`src/rtl/idle_seq_pkg.sv`:
```
package idle_seq_pkg;
   typedef enum logic [2:0] {
      CS_C0 = 3'd0,
      CS_C1 = 3'd1,
      CS_C2 = 3'd2,
      CS_C3 = 3'd3,
      CS_C4 = 3'd4
   } cstate_e;

   // why the block is sitting in C2..C4
   typedef enum logic [1:0] {
      HOLD_LVL = 2'd0,
      HOLD_DEF = 2'd1,
      HOLD_THR = 2'd2
   } hold_e;
endpackage

```
`src/rtl/idle_thr_timer.sv`:
```
module idle_thr_timer #(
   parameter int PERIOD = 1024,
   parameter int DUTY_W = 3
) (
   input  logic              clk,
   input  logic              rst_n,
   input  logic              run,
   input  logic [DUTY_W-1:0] duty,
   output logic              stp
);
   localparam int CW     = $clog2(PERIOD);
   localparam int SLICES = 1 << DUTY_W;
   localparam int SLICE  = PERIOD / SLICES;
   localparam logic [CW:0] PER_V   = (CW+1)'(PERIOD);
   localparam logic [CW:0] SLICE_V = (CW+1)'(SLICE);

   generate
      if (PERIOD % SLICES != 0) begin : g_bad_period
         $error("PERIOD must be a multiple of 2**DUTY_W");
      end
      if (PERIOD < 2) begin : g_bad_small
         $error("PERIOD must be at least 2");
      end
   endgenerate

   logic [CW-1:0] phase;
   logic [CW:0]   thresh;

   assign thresh = PER_V - ((CW+1)'(duty) * SLICE_V);

   always_ff @(posedge clk) begin
      if (!rst_n || !run) begin
         phase <= '0;
      end else if ({1'b0, phase} == PER_V - 1'b1) begin
         phase <= '0;
      end else begin
         phase <= phase + 1'b1;
      end
   end

   assign stp = run && ({1'b0, phase} >= thresh);


   phase_bound_chk: assert property (@(posedge clk) disable iff (!rst_n)
      {1'b0, phase} < PER_V);
endmodule

```
`src/rtl/idle_state_fsm.sv`:
```
module idle_state_fsm
   import idle_seq_pkg::*;
#(
   parameter int N_BRK = 4
) (
   input  logic             clk,
   input  logic             rst_n,
   input  logic             lvl_c2,
   input  logic             lvl_c3,
   input  logic             lvl_c4,
   input  logic [N_BRK-1:0] brk_evt,
   input  logic             bm_active,
   input  logic             bm_brk_en,
   input  logic             bm_to_c2,
   input  logic             cpu_halt,
   input  logic             sleep_req,
   input  logic             thr_stp,
   output cstate_e          cstate,
   output logic             hold_stp,
   output logic             defer_pend
);
   generate
      if (N_BRK < 1) begin : g_bad_brk
         $error("N_BRK must be at least 1");
      end
   endgenerate

   cstate_e state_q, state_d, tgt_q, tgt_d, lvl_tgt, ent_state;
   hold_e   hold_q, hold_d, ent_hold;
   logic    lvl_any, deep, hard_brk, bm_brk;

   assign lvl_any  = (lvl_c2 || lvl_c3 || lvl_c4) && !sleep_req;
   assign lvl_tgt  = lvl_c4 ? CS_C4 : (lvl_c3 ? CS_C3 : CS_C2);
   assign deep     = (state_q == CS_C3) || (state_q == CS_C4);
   assign hard_brk = |brk_evt;
   assign bm_brk   = bm_active && bm_brk_en && !bm_to_c2 && deep;

   always_comb begin
      if (lvl_tgt != CS_C2 && bm_active) begin
         ent_state = CS_C2;
         ent_hold  = HOLD_DEF;
      end else begin
         ent_state = lvl_tgt;
         ent_hold  = HOLD_LVL;
      end
   end

   always_comb begin
      state_d = state_q;
      hold_d  = hold_q;
      tgt_d   = tgt_q;
      case (state_q)
         CS_C0: begin
            if (lvl_any) begin
               state_d = ent_state; hold_d = ent_hold; tgt_d = lvl_tgt;
            end else if (cpu_halt) begin
               state_d = CS_C1;
            end
         end
         CS_C1: begin
            if (lvl_any) begin
               state_d = ent_state; hold_d = ent_hold; tgt_d = lvl_tgt;
            end else if (thr_stp && !sleep_req) begin
               state_d = CS_C2; hold_d = HOLD_THR;
            end else if (!cpu_halt) begin
               state_d = CS_C0;
            end
         end
         CS_C2: begin
            case (hold_q)
               HOLD_LVL: if (hard_brk) state_d = CS_C0;
               HOLD_DEF: begin
                  if (hard_brk) begin
                     state_d = CS_C0;
                  end else if (!bm_active) begin
                     state_d = tgt_q; hold_d = HOLD_LVL;
                  end
               end
               default: begin
                  if (lvl_any) begin
                     state_d = ent_state; hold_d = ent_hold; tgt_d = lvl_tgt;
                  end else if (!thr_stp) begin
                     state_d = CS_C1;
                  end
               end
            endcase
         end
         CS_C3, CS_C4: begin
            if (hard_brk || bm_brk) begin
               state_d = CS_C0;
            end else if (bm_active && bm_to_c2) begin
               state_d = CS_C2; hold_d = HOLD_LVL;
            end
         end
         default: state_d = CS_C0;
      endcase
   end

   always_ff @(posedge clk) begin
      if (!rst_n) begin
         state_q <= CS_C0;
         hold_q  <= HOLD_LVL;
         tgt_q   <= CS_C3;
      end else begin
         state_q <= state_d;
         hold_q  <= hold_d;
         tgt_q   <= tgt_d;
      end
   end

   assign cstate     = state_q;
   assign hold_stp   = (state_q >= CS_C2) && (hold_q != HOLD_THR);
   assign defer_pend = (state_q == CS_C2) && (hold_q == HOLD_DEF);


   brk_exit_chk: assert property (@(posedge clk) disable iff (!rst_n)
      (hard_brk && hold_stp) |=> (cstate == CS_C0));

   defer_release_chk: assert property (@(posedge clk) disable iff (!rst_n)
      (defer_pend && !bm_active && !hard_brk) |=>
         ((cstate == CS_C3 || cstate == CS_C4) && !defer_pend));

   bm_c2_chk: assert property (@(posedge clk) disable iff (!rst_n)
      (deep && bm_active && bm_to_c2 && !hard_brk) |=>
         (cstate == CS_C2 && !defer_pend));

   sleep_block_chk: assert property (@(posedge clk) disable iff (!rst_n)
      (sleep_req && state_q <= CS_C1) |=> (cstate <= CS_C1));
endmodule

```
`src/rtl/idle_seq.sv`:
```
module idle_seq
   import idle_seq_pkg::*;
#(
   parameter int N_BRK  = 4,
   parameter int PERIOD = 1024,
   parameter int DUTY_W = 3
) (
   input  logic              clk,
   input  logic              rst_n,
   input  logic              lvl_c2_rd,
   input  logic              lvl_c3_rd,
   input  logic              lvl_c4_rd,
   input  logic [N_BRK-1:0]  brk_evt,
   input  logic              bm_active,
   input  logic              bm_brk_en,
   input  logic              bm_to_c2,
   input  logic              cpu_halt,
   input  logic              thr_en,
   input  logic              thr_force,
   input  logic [DUTY_W-1:0] thr_duty,
   input  logic              sleep_req,
   output logic              stop_clk,
   output logic [2:0]        cstate,
   output logic              defer_pend
);
   cstate_e st;
   logic    hold_stp, thr_run, thr_stp;

   assign thr_run = (thr_en || thr_force) && !sleep_req && !hold_stp;

   idle_thr_timer #(.PERIOD(PERIOD), .DUTY_W(DUTY_W)) u_timer (
      .clk  (clk),
      .rst_n(rst_n),
      .run  (thr_run),
      .duty (thr_duty),
      .stp  (thr_stp)
   );

   idle_state_fsm #(.N_BRK(N_BRK)) u_fsm (
      .clk       (clk),
      .rst_n     (rst_n),
      .lvl_c2    (lvl_c2_rd),
      .lvl_c3    (lvl_c3_rd),
      .lvl_c4    (lvl_c4_rd),
      .brk_evt   (brk_evt),
      .bm_active (bm_active),
      .bm_brk_en (bm_brk_en),
      .bm_to_c2  (bm_to_c2),
      .cpu_halt  (cpu_halt),
      .sleep_req (sleep_req),
      .thr_stp   (thr_stp),
      .cstate    (st),
      .hold_stp  (hold_stp),
      .defer_pend(defer_pend)
   );

   assign stop_clk = hold_stp || thr_stp;
   assign cstate   = st;


   deep_stp_chk: assert property (@(posedge clk) disable iff (!rst_n)
      (cstate == 3'd3 || cstate == 3'd4) |-> stop_clk);

   sleep_thr_chk: assert property (@(posedge clk) disable iff (!rst_n)
      (sleep_req && cstate <= 3'd1) |-> !stop_clk);
endmodule

```
`config.mk`:
```
export PLATFORM = sky130hd
export DESIGN_NAME = idle_seq
export DESIGN_NICKNAME = d
export VERILOG_FILES = /design/src/rtl/idle_seq_pkg.sv /design/src/rtl/idle_thr_timer.sv /design/src/rtl/idle_state_fsm.sv /design/src/rtl/idle_seq.sv
export SDC_FILE = /design/constraint.sdc
export NUM_CORES = 1
export LEC_CHECK = 0
export BUFFER_PORTS_ARGS = -buffer_cell sky130_fd_sc_hd__buf_2
export CORE_MARGIN = 2
export CORE_UTILIZATION = 58
export DETAILED_ROUTE_END_ITERATION = 8
export PLACE_DENSITY = 0.82
export SYNTH_ARGS = -nofsm -noshare
export SYNTH_HDL_FRONTEND = slang
export SYNTH_SLANG_ARGS = --single-unit
```
`constraint.sdc`:
```
create_clock -name clk -period 4.9 [get_ports clk]
set_clock_uncertainty 0.1 [all_clocks]
set_input_delay 1.47 -clock clk [delete_from_list [all_inputs] [get_ports clk]]
set_output_delay 1.47 -clock clk [all_outputs]
set_load 0.05 [all_outputs]
```
# After elaboration in Yosys (flattened, before gate mapping)

Index checks and enable logic that the tools add are counted.

Latch bits: 0
Output and inout port bits: 5
Register bits: 18
Bits in read-only memories: 0
Memory bits (writable): 0
Word-level logic and storage cells: 95
Memories: 0

Order comparisons: 2
Bitwise logic cells: 0
Equality and inequality tests: 21
Multiply operators: 0
Add/subtract/negate cells: 2
Div/mod/pow operators: 0
Shift-type cells: 0
Muxes and demuxes: 30
Reduce and logical (&&, ||, !) cells: 36

Operators with widths:

| cell                   | count |
|---|---|
| $mux 3                 | 16 |
| $mux 2                 | 7 |
| $logic_and 1x1->1      | 12 |
| $pmux 3 s2             | 2 |
| $pmux 3 s4             | 1 |
| $ge 10x11->1           | 1 |
| $sub 11x10->11 const A | 1 |
| $add 10x1->10 const B  | 1 |
| $eq 10x10->1 const B   | 1 |
| $ne 3x2->1 const B     | 3 |
| $ne 2x2->1 const B     | 4 |
| $pmux 2 s4             | 1 |
| $reduce_or 2->1        | 4 |
| $logic_or 1x1->1       | 7 |
| $reduce_and 7->1       | 1 |
| $eq 3x2->1 const B     | 2 |
| $ne 3x1->1 const B     | 2 |
| $ne 3x3->1 const B     | 2 |
| $reduce_and 6->1       | 1 |
| $logic_not 1->1        | 5 |
| $ne 5x4->1 const B     | 1 |
| $ne 4x2->1 const B     | 1 |
| $ne 4x3->1 const B     | 1 |
| $pmux 2 s2             | 1 |
| other kinds (12)       | 13 |

# Logic depth before layout (Yosys ltp)

Gate-level depths: netlist of the first run.

Word-level depth: 9
Mapped depth: 9
Gate-level depth less buffers: 9

# Modules after synthesis

From an unflattened synthesis of the first run, not the netlist that was laid out.

Cells, all modules: 162
Area total of the unflattened synthesis: 1,286.2 um^2

By module, submodules not included:

| module         | times used | cells each | area each (um^2) |
|---|---|---|---|
| idle_state_fsm | 1          | 92         | 695.7 |
| idle_thr_timer | 1          | 67         | 575.6 |
| idle_seq       | 1          | 3          | 15.0 |

# Least setup slack after synthesis of the first run

Ideal clock, no wire load.

Path type: in2out
Start: in thr_duty[0]
End: out stop_clk
Buffers on the path: 0
Stages on the path: 7
Path slack: 0.346 ns
Data required time: 3.330 ns
Arrival time: 2.984 ns
Cell sequence: inv_1 > ha_1 > inv_1 > ha_1 > a211oi_1 > a211o_1 > o21ai_0

Word-level cells in the longest chain between the ends: 4

Ends and longest elaborated chain:

| what              | RTL line             | source |
|---|---|---|
| start, declared   | idle_seq.sv:20       | `input logic [DUTY_W-1:0] thr_duty,` |
| $sub 11x10->11    | idle_thr_timer.sv:29 | `assign thresh = PER_V - ((CW+1)'(duty) * SLICE_V);` |
| $ge 10x11->1      | idle_thr_timer.sv:41 | `assign stp = run && ({1'b0, phase} >= thresh);` |
| $logic_and 1x1->1 | idle_thr_timer.sv:41 |  |
| $logic_or 1x1->1  | idle_seq.sv:57       | `assign stop_clk = hold_stp \|\| thr_stp;` |
| end, declared     | idle_seq.sv:22       | `output logic stop_clk,` |

No other way between the ends.

# Worst setup path in the final report of the first run

Same ends and word-level chain as after synthesis.

==> results of run 1 <==
-- where the power goes --
group	internal (W)	total [W]	switching [W]
combinational	0.0000396	0.0000956	0.0000560
clock	0.0000453	0.0000923	0.0000471
sequential	0.000153	0.000168	0.0000146
total	0.000238	0.000356	0.000118
-- worst paths after layout --
check | cells after the start | slack, ns | startpoint | to
hold reg to reg | 1 | 0.41 | u_timer.phase[0] | u_timer.phase[0]
setup / recovery | 9 | 0.37 | thr_duty[0] | stop_clk
setup reg to reg | 5 | 2.69 | u_fsm.cstate[0] | u_fsm.cstate[1]
hold / removal | 1 | 0.41 | u_timer.phase[0] | u_timer.phase[0]
-- cell type report --
class                   count  area, µm²  area share [%]
flip-flops and latches     18        360            25.2
well taps                  27       33.8            2.36
repair buffers             23        115            8.06
inverters                  14       52.6            3.68
clock buffers               4       36.3            2.54
multi-input cells         127        831            58.1
-- registers in the layout, summed over array words and instances (netlist names) --
register,flops
u_timer.phase,10
u_fsm.cstate,3
u_fsm.tgt_q,3
u_fsm.hold_q,2
-- logic make-up after synthesis --
family / share of synthesized area (%)
buffers and inverters: 5.37
xor gates and xnor gates: 6.26
DFF: 28.6
adders and majority gates: 5.96
and+or+nand+nor: 28.8
muxes: 3.18
AOI/OAI and AO/OA: 21.8
-- metrics by stage --
| step | total power, W | util [%] | instances | instance area (µm²) | worst slack [ns] |
|---|---|---|---|---|---|
| floorplan | 0.000238 | - | 163 | 1260 | 0.346 |
| global placement | 0.000262 | 69.6 | 209 | 1390 | 0.387 |
| detailed placement | 0.000266 | 69.6 | 209 | 1390 | 0.357 |
| CTS | 0.000357 | 71.4 | 213 | 1430 | 0.368 |
| global route | 0.000378 | 71.4 | 213 | 1430 | 0.261 |
| finish | 0.000356 | 71.4 | 213 | 1430 | 0.367 |
-- cells in the mapped netlist (4+ instances only) --
cell type | count | share of area (%)
sky130_fd_sc_hd__nor2_1 | 22 | 6.6
sky130_fd_sc_hd__dfxtp_1 | 18 | 29
sky130_fd_sc_hd__inv_1 | 14 | 4.2
sky130_fd_sc_hd__nand2_1 | 14 | 4.2
sky130_fd_sc_hd__a21oi_1 | 7 | 2.8
sky130_fd_sc_hd__nand3_1 | 7 | 2.8
sky130_fd_sc_hd__o21ai_0 | 7 | 2.8
sky130_fd_sc_hd__ha_1 | 6 | 6.0
sky130_fd_sc_hd__xor2_1 | 6 | 4.2
sky130_fd_sc_hd__a21o_1 | 4 | 2.4
sky130_fd_sc_hd__and2_1 | 4 | 2.0
sky130_fd_sc_hd__clkbuf_1 | 4 | 1.2
sky130_fd_sc_hd__mux2i_1 | 4 | 3.2
sky130_fd_sc_hd__nor2b_1 | 4 | 2.0
-- routing by layer --
| metal | up-vias | track usage [%] |
|---|---|---|
| met5 | - | 0 |
| met4 | 0 | 5.86 |
| met3 | 9 | 4.46 |
| met2 | 41 | 51.3 |
| met1 | 572 | 27.4 |
| li1 | 628 | - |
==> metrics.txt, run 1 <==
# TYPE chip_impl_metric gauge
chip_impl_info{name="run_status",value="completed"} 1
chip_impl_metric{name="clock_latency",unit="ns"} 0.30
chip_impl_info{name="critical_path.startpoint_type",value="primary input"} 1
chip_impl_metric{name="hold_violations_final",unit=""} 0
chip_impl_metric{name="num_antenna_cells",unit=""} 0
chip_impl_metric{name="grt_pass1_wl",unit="µm"} 5060
chip_impl_metric{name="layout.nets",unit=""} 212
chip_impl_metric{name="cts_htree_levels",unit=""} 1
chip_impl_metric{name="fillCellCount",unit=""} 180
chip_impl_metric{name="synth-async-reset-ratio",unit="%"} 0
chip_impl_metric{name="relative_slew_margins",unit="%"} 49.2
chip_impl_info{name="path_cells",value="buf_2, inv_1, ha_1, inv_1, ha_1, a211oi_1, a211o_1, o21ai_0, buf_2"} 1
chip_impl_info{name="timing_worst_setup_path_type",value="in2out"} 1
chip_impl_metric{name="drive_above_1_share",unit="%"} 16.7
chip_impl_metric{name="count_of_flip_flops_with_a_built_in_enable_after_synthesis",unit=""} 0
chip_impl_metric{name="area_growth_syn_to_layout",unit="%"} 13.5
chip_impl_metric{name="max-clock-path-buffers",unit=""} 2
chip_impl_metric{name="synthDistinctLibCells",unit=""} 40
chip_impl_metric{name="routabilityCongestion",unit=""} 0.863
chip_impl_metric{name="number_of_pins_with_negative_max_slew_slack_in_the_final_report",unit=""} 0
chip_impl_metric{name="max_clock_freq",unit="MHz"} 221
chip_impl_metric{name="grt_max_degree",unit=""} 18
chip_impl_metric{name="required",unit="ns"} 3.33
chip_impl_metric{name="initialDrtViolationCount",unit=""} 37
chip_impl_metric{name="synthesis.area",unit="mm²"} 0.00126
chip_impl_metric{name="ys_seq_area_share",unit="%"} 28.6
chip_impl_metric{name="final.min_clock_period",unit="ns"} 4.53
chip_impl_metric{name="report.final.setup_viol",unit=""} 0
chip_impl_metric{name="place.port_buffers",unit=""} 23
chip_impl_metric{name="route.layer.met1.wl",unit="µm"} 1200
chip_impl_metric{name="worst_hold_slack",unit="ns"} 0.406
chip_impl_info{name="cts-root-buf",value="sky130_fd_sc_hd__clkbuf_4"} 1
chip_impl_metric{name="starting_density_of_the_core",unit="%"} 62.9
chip_impl_metric{name="period_share",unit="%"} 92.5
chip_impl_metric{name="power-per-cell-area",unit="mW/mm²"} 249
chip_impl_metric{name="detail_route.wirelength",unit="µm"} 2950
chip_impl_metric{name="first_pass_iters",unit=""} 4
chip_impl_metric{name="dieArea",unit="mm²"} 0.00256
chip_impl_metric{name="met3_wirelength",unit="µm"} 123
chip_impl_info{name="mostFrequentLayoutCell",value="sky130_fd_sc_hd__buf_2"} 1
chip_impl_metric{name="wl_per_cell",unit="µm"} 13.9
chip_impl_metric{name="synth-seq-cells",unit=""} 18
chip_impl_metric{name="number_of_global_route_vias_before_repair",unit=""} 1174
chip_impl_metric{name="timing.setup.tns",unit="ns"} 0
chip_impl_info{name="layout.cells.most_common_list",value="23 x sky130_fd_sc_hd__buf_2, 22 x sky130_fd_sc_hd__nor2_1, 18 x sky130_fd_sc_hd__dfxtp_1"} 1
chip_impl_metric{name="vias_per_std_cell",unit=""} 5.87
chip_impl_metric{name="drc_violations",unit=""} 0
chip_impl_metric{name="synthCells",unit=""} 163
chip_impl_metric{name="numCtsBuffers",unit=""} 3
chip_impl_metric{name="crit_path_max_fanout",unit=""} 5
chip_impl_info{name="grt_setup_unrepaired",value="no"} 1
chip_impl_metric{name="postSynthAreaPerCell",unit="µm²"} 7.72
chip_impl_metric{name="delay_of_the_slowest_critical_path_stage",unit="ns"} 0.34
chip_impl_info{name="tritoncts",value="built"} 1
chip_impl_metric{name="dr_total_vias",unit=""} 1250
chip_impl_metric{name="max_cap_viol_count",unit=""} 0
chip_impl_metric{name="hold_buffers",unit=""} 0
chip_impl_metric{name="num_rows",unit=""} 16
chip_impl_metric{name="tritoncts_num_sinks",unit=""} 18
chip_impl_metric{name="path_buf_inv",unit=""} 4
chip_impl_metric{name="post-cts-setup-buffer-count",unit=""} 0
chip_impl_metric{name="grt_antenna_before_repair",unit=""} 0
chip_impl_info{name="critPathTopFamily",value="adder cells"} 1
chip_impl_metric{name="p_leak",unit="nW"} 0.593
chip_impl_metric{name="design.core.area",unit="mm²"} 0.00200
chip_impl_info{name="endpoint_kind",value="output pin"} 1
chip_impl_metric{name="chipHeight",unit="µm"} 50.6
chip_impl_metric{name="worstPathArrival",unit="ns"} 2.96
chip_impl_metric{name="route.met2.wl",unit="µm"} 1600
chip_impl_metric{name="grtUsageTotal",unit="%"} 25.7
chip_impl_info{name="top_layer",value="met4"} 1
chip_impl_metric{name="hpwlAfterDp",unit="µm"} 2300
chip_impl_metric{name="cts.reportedPaths.clkPinSlew",unit="ns"} 0.10
chip_impl_metric{name="grt.overflow.total",unit=""} 0
chip_impl_metric{name="die_w",unit="µm"} 50.6
chip_impl_info{name="timing.critical_path.slowest_stage_cell",value="sky130_fd_sc_hd__a211o_1"} 1
chip_impl_info{name="ys_dominant_reg_cell",value="sky130_fd_sc_hd__dfxtp_1"} 1
chip_impl_metric{name="post_cts_gate_resize_count",unit=""} 0
chip_impl_info{name="hold_class",value="reg2reg"} 1
chip_impl_metric{name="ioPinCount",unit=""} 24
chip_impl_metric{name="mappedNetlistNets",unit=""} 188
chip_impl_metric{name="worstMarginPinSlew",unit="ns"} 0.761
chip_impl_metric{name="power.ir.vdd_worst",unit="mV"} 0.190
chip_impl_metric{name="yosysWarnings",unit=""} 0
chip_impl_metric{name="antenna_violating_nets_post_route",unit=""} 0
No activity file was read; power rests on OpenSTA's default activity.
==> run 2: changes to the inputs <==
Settings changed: GPL_TIMING_DRIVEN from default to 0.
==> run 2 against run 1 <==
  * Combinational power increased by 7%
  * Sequential share of layout area is 0.26 points lower
  * Sequential cell count did not move
  * Register-to-register slack worse by 0.05 ns
  * Critical path depth stayed put
  * Maximum frequency decreased by 1.3%
  * Utilization up 0.75 points
  * First-iteration DRC count fell by 43%
  * Highest routed layer unchanged
==> metrics.txt, run 2 (synthesis results as in run 1) <==
# TYPE chip_impl_metric gauge
chip_impl_metric{name="finish.utilization",unit="%"} 72.1
chip_impl_info{name="endpoint_kind",value="output pin"} 1
chip_impl_metric{name="numCtsBuffers",unit=""} 3
chip_impl_metric{name="num_rows",unit=""} 16
chip_impl_metric{name="final.min_clock_period",unit="ns"} 4.59
chip_impl_metric{name="tritoncts_num_sinks",unit=""} 18
chip_impl_metric{name="largest_reg_flops",unit=""} 10
chip_impl_metric{name="grt_max_degree",unit=""} 11
chip_impl_metric{name="initialDrtViolationCount",unit=""} 21
chip_impl_metric{name="dieArea",unit="mm²"} 0.00256
chip_impl_metric{name="report.final.setup_viol",unit=""} 0
chip_impl_metric{name="drive_above_1_share",unit="%"} 16.3
chip_impl_metric{name="timing.setup.tns",unit="ns"} 0
chip_impl_metric{name="path_buf_inv",unit=""} 4
chip_impl_metric{name="period_share",unit="%"} 93.8
chip_impl_metric{name="crit_path_max_fanout",unit=""} 5
chip_impl_info{name="timing_worst_setup_path_type",value="in2out"} 1
chip_impl_metric{name="detail_route.wirelength",unit="µm"} 2880
chip_impl_metric{name="power-per-cell-area",unit="mW/mm²"} 248
chip_impl_metric{name="multiInputGateArea",unit="µm²"} 831
chip_impl_metric{name="register_area",unit="µm²"} 360
chip_impl_info{name="layout.cells.most_common_list",value="23 x sky130_fd_sc_hd__buf_2, 22 x sky130_fd_sc_hd__nor2_1, 18 x sky130_fd_sc_hd__dfxtp_1"} 1
chip_impl_info{name="hold_class",value="reg2reg"} 1
chip_impl_info{name="biggestRegsByFlops",value="u_timer.phase: 10 flops, u_fsm.cstate: 3 flops, u_fsm.tgt_q: 3 flops"} 1
chip_impl_metric{name="cts_htree_levels",unit=""} 1
chip_impl_metric{name="post-layout-total-power",unit="W"} 0.000358
chip_impl_metric{name="hold_buffers",unit=""} 0
chip_impl_metric{name="max-clock-path-buffers",unit=""} 2
chip_impl_metric{name="chipHeight",unit="µm"} 50.6
chip_impl_metric{name="power.ir.vdd_worst",unit="mV"} 0.172
chip_impl_info{name="path_cells",value="buf_2, inv_1, ha_1, inv_1, ha_1, a211oi_1, a211o_1, o21ai_0, buf_2"} 1
chip_impl_metric{name="required",unit="ns"} 3.33
chip_impl_metric{name="delay_of_the_slowest_critical_path_stage",unit="ns"} 0.36
chip_impl_metric{name="place.port_buffers",unit=""} 23
chip_impl_metric{name="dp.cells",unit=""} 213
chip_impl_metric{name="p_leak",unit="nW"} 0.598
chip_impl_metric{name="clock_latency",unit="ns"} 0.30
chip_impl_metric{name="worstMarginPinSlew",unit="ns"} 0.606
chip_impl_metric{name="starting_density_of_the_core",unit="%"} 62.9
chip_impl_info{name="hold_path_end",value="u_timer.phase[0]"} 1
chip_impl_info{name="worstHoldStart",value="u_timer.phase[0]"} 1
chip_impl_info{name="grt_setup_unrepaired",value="no"} 1
chip_impl_metric{name="worstPathArrival",unit="ns"} 3.02
chip_impl_info{name="timing.rr.start",value="u_timer.phase[0]"} 1
chip_impl_metric{name="rrSetupSlack",unit="ns"} 2.64
chip_impl_metric{name="number_of_global_route_vias_before_repair",unit=""} 1161
chip_impl_info{name="tritoncts",value="built"} 1
chip_impl_metric{name="max_cap_viol_count",unit=""} 0
chip_impl_metric{name="drc_violations",unit=""} 0
chip_impl_metric{name="number_of_pins_with_negative_max_slew_slack_in_the_final_report",unit=""} 0
chip_impl_metric{name="routabilityCongestion",unit=""} 0.925
chip_impl_metric{name="fillCellCount",unit=""} 174
chip_impl_metric{name="cts.reportedPaths.clkPinSlew",unit="ns"} 0.09
chip_impl_metric{name="vias_per_std_cell",unit=""} 5.79
chip_impl_metric{name="area_growth_syn_to_layout",unit="%"} 14.7
chip_impl_info{name="timing.critical_path.slowest_stage_cell",value="sky130_fd_sc_hd__a211o_1"} 1
chip_impl_info{name="critPathTopFamily",value="adder cells"} 1
chip_impl_metric{name="dr_total_vias",unit=""} 1256
chip_impl_metric{name="design.core.area",unit="mm²"} 0.00200
chip_impl_info{name="max_flop_register",value="u_timer.phase"} 1
chip_impl_metric{name="reg2regPathDepth",unit=""} 8
chip_impl_metric{name="relative_slew_margins",unit="%"} 59.5
chip_impl_metric{name="layout.nets",unit=""} 216
chip_impl_metric{name="post_cts_gate_resize_count",unit=""} 0
chip_impl_metric{name="worst_hold_path_cells",unit=""} 1
chip_impl_metric{name="cp.depth",unit=""} 9
chip_impl_info{name="run_status",value="completed"} 1
chip_impl_metric{name="hold_violations_final",unit=""} 0
chip_impl_metric{name="post-cts-setup-buffer-count",unit=""} 0
chip_impl_info{name="mostFrequentLayoutCell",value="sky130_fd_sc_hd__buf_2"} 1
chip_impl_metric{name="antenna_violating_nets_post_route",unit=""} 0
chip_impl_metric{name="hpwlAfterDp",unit="µm"} 2300
chip_impl_metric{name="num_antenna_cells",unit=""} 0
chip_impl_info{name="critical_path.startpoint_type",value="primary input"} 1
chip_impl_info{name="rr_endpoint",value="u_fsm.cstate[2]"} 1
chip_impl_metric{name="wl_per_cell",unit="µm"} 13.3
chip_impl_metric{name="grtUsageTotal",unit="%"} 24.1
chip_impl_metric{name="first_pass_iters",unit=""} 5
chip_impl_metric{name="ioPinCount",unit=""} 24
chip_impl_metric{name="die_w",unit="µm"} 50.6
chip_impl_info{name="cts-root-buf",value="sky130_fd_sc_hd__clkbuf_4"} 1
chip_impl_metric{name="worst_hold_slack",unit="ns"} 0.393
chip_impl_metric{name="final-instance-count-excl-fill",unit=""} 217
chip_impl_metric{name="grt_pass1_wl",unit="µm"} 4750
chip_impl_metric{name="max_clock_freq",unit="MHz"} 218
chip_impl_metric{name="grt_antenna_before_repair",unit=""} 0
chip_impl_metric{name="grt.overflow.total",unit=""} 0
run 2: cell count changes in the layout (fill, tap and decap cells not counted), sizes merged:
cell	previous run	this run
clkbuf	4	8
run 2: per-stage QoR:
step | area (µm²) | setup slack [ns]
after floorplan | 1260 | 0.346
after global placement | 1410 | 0.340
after detailed placement | 1410 | 0.308
after CTS | 1440 | 0.306
after global routing | 1440 | 0.204
final | 1440 | 0.306
run 2: where the power goes:
part / internal (W) / leakage, nW / switching (W)
Clock: 0.0000454 / 0.0210 / 0.0000475
Combinational: 0.0000406 / 0.430 / 0.0000614
Sequential: 0.000153 / 0.146 / 0.00000989
run 2: worst reg2reg max path: cells and delay by family (launching register included):
kind | cells | cell delay, ns
AO/OA/AOI/OAI | 3 | 0.93
adder cells (fa/ha/maj) | 1 | 0.14
buffers and inverters | 1 | 0.07
flip-flops | 1 | 0.36
multiplexers | 1 | 0.26
AND/OR/NAND/NOR | 2 | 0.34
run 2: layout make-up:
class / count / share of cell area (%)
inverter: 14 / 3.64
sequential: 18 / 25.0
multi-input combinational: 127 / 57.5
timing repair buffer: 23 / 7.97
tap: 27 / 2.34
clock buffer: 4 / 2.51
buffer: 4 / 1.04
run 2: worst max path at each step:
stage	endpoint	from	slack, ns
2_1_floorplan	stop_clk	thr_duty[0]	0.35
3_3_place_gp	stop_clk	thr_duty[0]	0.34
3_5_place_dp	stop_clk	thr_duty[0]	0.31
4_1_cts	stop_clk	thr_duty[0]	0.31
5_1_grt	stop_clk	thr_duty[0]	0.20
6_report	stop_clk	thr_duty[0]	0.31
run 2: layer usage:
metal / vias up / part of all wire (%) / GRT usage (%)
met4: 0 / 2.2 / 9.01
met5: - / 0 / 0
met2: 37 / 52 / 47.1
li1: 634 / - / -
met1: 579 / 41 / 24.9
met3: 6 / 4.6 / 4.46
==> run 3: changes to the inputs <==
Settings changed: PLACE_DENSITY 0.82 to 0.83.
==> run 3 against run 2 <==
  * Global-route usage is 0.16 points higher
  * Critical endpoint unchanged
  * Final cell count unchanged
  * First-iteration DRC count increased by 19%
  * Highest routed layer unchanged
  * Via count grew 0.16%
  * Worst setup slack better by 0.027 ns
  * Utilization unchanged
  * Cell area is the same
  * Die area stayed put
==> metrics.txt, run 3 (synthesis results as in run 1) <==
# TYPE chip_impl_metric gauge
chip_impl_metric{name="clock_latency",unit="ns"} 0.31
chip_impl_metric{name="post-cts-setup-buffer-count",unit=""} 0
chip_impl_info{name="mostFrequentLayoutCell",value="sky130_fd_sc_hd__buf_2"} 1
chip_impl_metric{name="first_pass_iters",unit=""} 5
chip_impl_metric{name="required",unit="ns"} 3.33
chip_impl_metric{name="finish.utilization",unit="%"} 72.1
chip_impl_info{name="biggestRegsByFlops",value="u_timer.phase: 10 flops, u_fsm.cstate: 3 flops, u_fsm.tgt_q: 3 flops"} 1
chip_impl_metric{name="hpwlAfterDp",unit="µm"} 2180
chip_impl_metric{name="wl_per_cell",unit="µm"} 13.1
chip_impl_metric{name="die_w",unit="µm"} 50.6
chip_impl_metric{name="cts_htree_levels",unit=""} 1
chip_impl_metric{name="initialDrtViolationCount",unit=""} 25
chip_impl_metric{name="dr_total_vias",unit=""} 1258
chip_impl_info{name="cts-root-buf",value="sky130_fd_sc_hd__clkbuf_4"} 1
chip_impl_metric{name="fillCellCount",unit=""} 188
chip_impl_metric{name="period_share",unit="%"} 93.2
chip_impl_metric{name="dieArea",unit="mm²"} 0.00256
chip_impl_info{name="timing_worst_setup_path_type",value="in2out"} 1
chip_impl_metric{name="starting_density_of_the_core",unit="%"} 62.9
chip_impl_metric{name="chipHeight",unit="µm"} 50.6
chip_impl_metric{name="area_growth_syn_to_layout",unit="%"} 14.7
chip_impl_metric{name="post-layout-total-power",unit="W"} 0.000361
chip_impl_info{name="hold_class",value="reg2reg"} 1
chip_impl_metric{name="report.final.setup_viol",unit=""} 0
chip_impl_metric{name="layout.nets",unit=""} 216
chip_impl_metric{name="hold_violations_final",unit=""} 0
chip_impl_metric{name="grt_max_degree",unit=""} 11
chip_impl_metric{name="number_of_pins_with_negative_max_slew_slack_in_the_final_report",unit=""} 0
chip_impl_info{name="path_cells",value="buf_2, inv_1, ha_1, inv_1, ha_1, a211oi_1, a211o_1, o21ai_0, buf_2"} 1
chip_impl_metric{name="p_leak",unit="nW"} 0.598
chip_impl_metric{name="max_cap_viol_count",unit=""} 0
chip_impl_metric{name="num_antenna_cells",unit=""} 0
chip_impl_metric{name="place.port_buffers",unit=""} 23
chip_impl_metric{name="relative_slew_margins",unit="%"} 56.5
chip_impl_info{name="critical_path.startpoint_type",value="primary input"} 1
chip_impl_metric{name="largest_reg_flops",unit=""} 10
chip_impl_info{name="tritoncts",value="built"} 1
chip_impl_metric{name="power-per-cell-area",unit="mW/mm²"} 250
chip_impl_metric{name="vias_per_std_cell",unit=""} 5.80
chip_impl_metric{name="number_of_global_route_vias_before_repair",unit=""} 1158
chip_impl_metric{name="grt_pass1_wl",unit="µm"} 4850
chip_impl_metric{name="worstMarginPinSlew",unit="ns"} 0.646
chip_impl_metric{name="grt_antenna_before_repair",unit=""} 0
chip_impl_metric{name="detail_route.wirelength",unit="µm"} 2850
chip_impl_metric{name="final.min_clock_period",unit="ns"} 4.57
chip_impl_metric{name="max-clock-path-buffers",unit=""} 2
chip_impl_metric{name="drc_violations",unit=""} 0
chip_impl_metric{name="max_clock_freq",unit="MHz"} 219
chip_impl_info{name="layout.cells.most_common_list",value="23 x sky130_fd_sc_hd__buf_2, 22 x sky130_fd_sc_hd__nor2_1, 18 x sky130_fd_sc_hd__dfxtp_1"} 1
chip_impl_metric{name="worstPathArrival",unit="ns"} 3.00
chip_impl_info{name="endpoint_kind",value="output pin"} 1
chip_impl_metric{name="timing.setup.tns",unit="ns"} 0
chip_impl_info{name="max_flop_register",value="u_timer.phase"} 1
chip_impl_metric{name="post_cts_gate_resize_count",unit=""} 0
chip_impl_info{name="timing.critical_path.slowest_stage_cell",value="sky130_fd_sc_hd__a211o_1"} 1
chip_impl_metric{name="routabilityCongestion",unit=""} 0.982
chip_impl_metric{name="num_rows",unit=""} 16
chip_impl_metric{name="hold_buffers",unit=""} 0
chip_impl_metric{name="grtUsageTotal",unit="%"} 24.2
chip_impl_metric{name="power.ir.vdd_worst",unit="mV"} 0.197
chip_impl_metric{name="ioPinCount",unit=""} 24
chip_impl_metric{name="tritoncts_num_sinks",unit=""} 18
chip_impl_info{name="run_status",value="completed"} 1
chip_impl_metric{name="grt.overflow.total",unit=""} 0
chip_impl_metric{name="delay_of_the_slowest_critical_path_stage",unit="ns"} 0.35
chip_impl_metric{name="design.core.area",unit="mm²"} 0.00200
chip_impl_metric{name="antenna_violating_nets_post_route",unit=""} 0
chip_impl_metric{name="drive_above_1_share",unit="%"} 16.3
chip_impl_metric{name="crit_path_max_fanout",unit=""} 5
chip_impl_metric{name="numCtsBuffers",unit=""} 3
chip_impl_info{name="grt_setup_unrepaired",value="no"} 1
chip_impl_metric{name="cts.reportedPaths.clkPinSlew",unit="ns"} 0.10
## run 3: cell counts in the layout (fill, tap and decap cells not counted)
Identical to the previous run, type by type.
## run 3: worst paths after layout
check	from	end	slack [ns]	cells after the start
max	thr_duty[0]	stop_clk	0.33	9
min	u_timer.phase[0]	u_timer.phase[0]	0.40	1
max reg2reg	u_timer.phase[0]	u_fsm.cstate[2]	2.72	8
min reg2reg	u_timer.phase[0]	u_timer.phase[0]	0.40	1
## run 3: cell type report
class / count / area, µm² / share of cell area [%]
multi-input combinational: 127 / 831 / 57.5
buffer: 4 / 15.0 / 1.04
sequential: 18 / 360 / 25.0
inverter: 14 / 52.6 / 3.64
timing repair buffer: 23 / 115 / 7.97
tap: 27 / 33.8 / 2.34
clock buffer: 4 / 36.3 / 2.51
## run 3: per-stage QoR
step	hold WS (ns)	setup WS (ns)	cell area [µm²]	std cells
6_report	0.399	0.333	1440	217
5_1_grt	0.456	0.249	1440	217
3_3_place_gp	0.364	0.360	1410	213
3_5_place_dp	0.384	0.337	1410	213
4_1_cts	0.409	0.331	1440	217
2_1_floorplan	0.342	0.346	1260	163
## run 3: critical path: cells and delay by family
kind / cells / cell delay [ns]
AO/OA/AOI/OAI: 3 / 0.52
buffers and inverters: 4 / 0.47
adder cells (fa/ha/maj): 2 / 0.54
## run 3: routing by layer
| metal | routed length (µm) | global-route usage (%) |
|---|---|---|
| met5 | 0 | 0 |
| met4 | 30 | 6.31 |
| met3 | 137 | 3.87 |
| met2 | 1250 | 39.5 |
| met1 | 1430 | 33.3 |
## run 3: power by group
part           switching, W  total (W)  internal [W]  leakage [nW]
clock network     0.0000504  0.0000958     0.0000454        0.0210
logic             0.0000619   0.000102     0.0000406         0.430
registers        0.00000965   0.000163      0.000153         0.146
total              0.000122   0.000361      0.000239         0.598
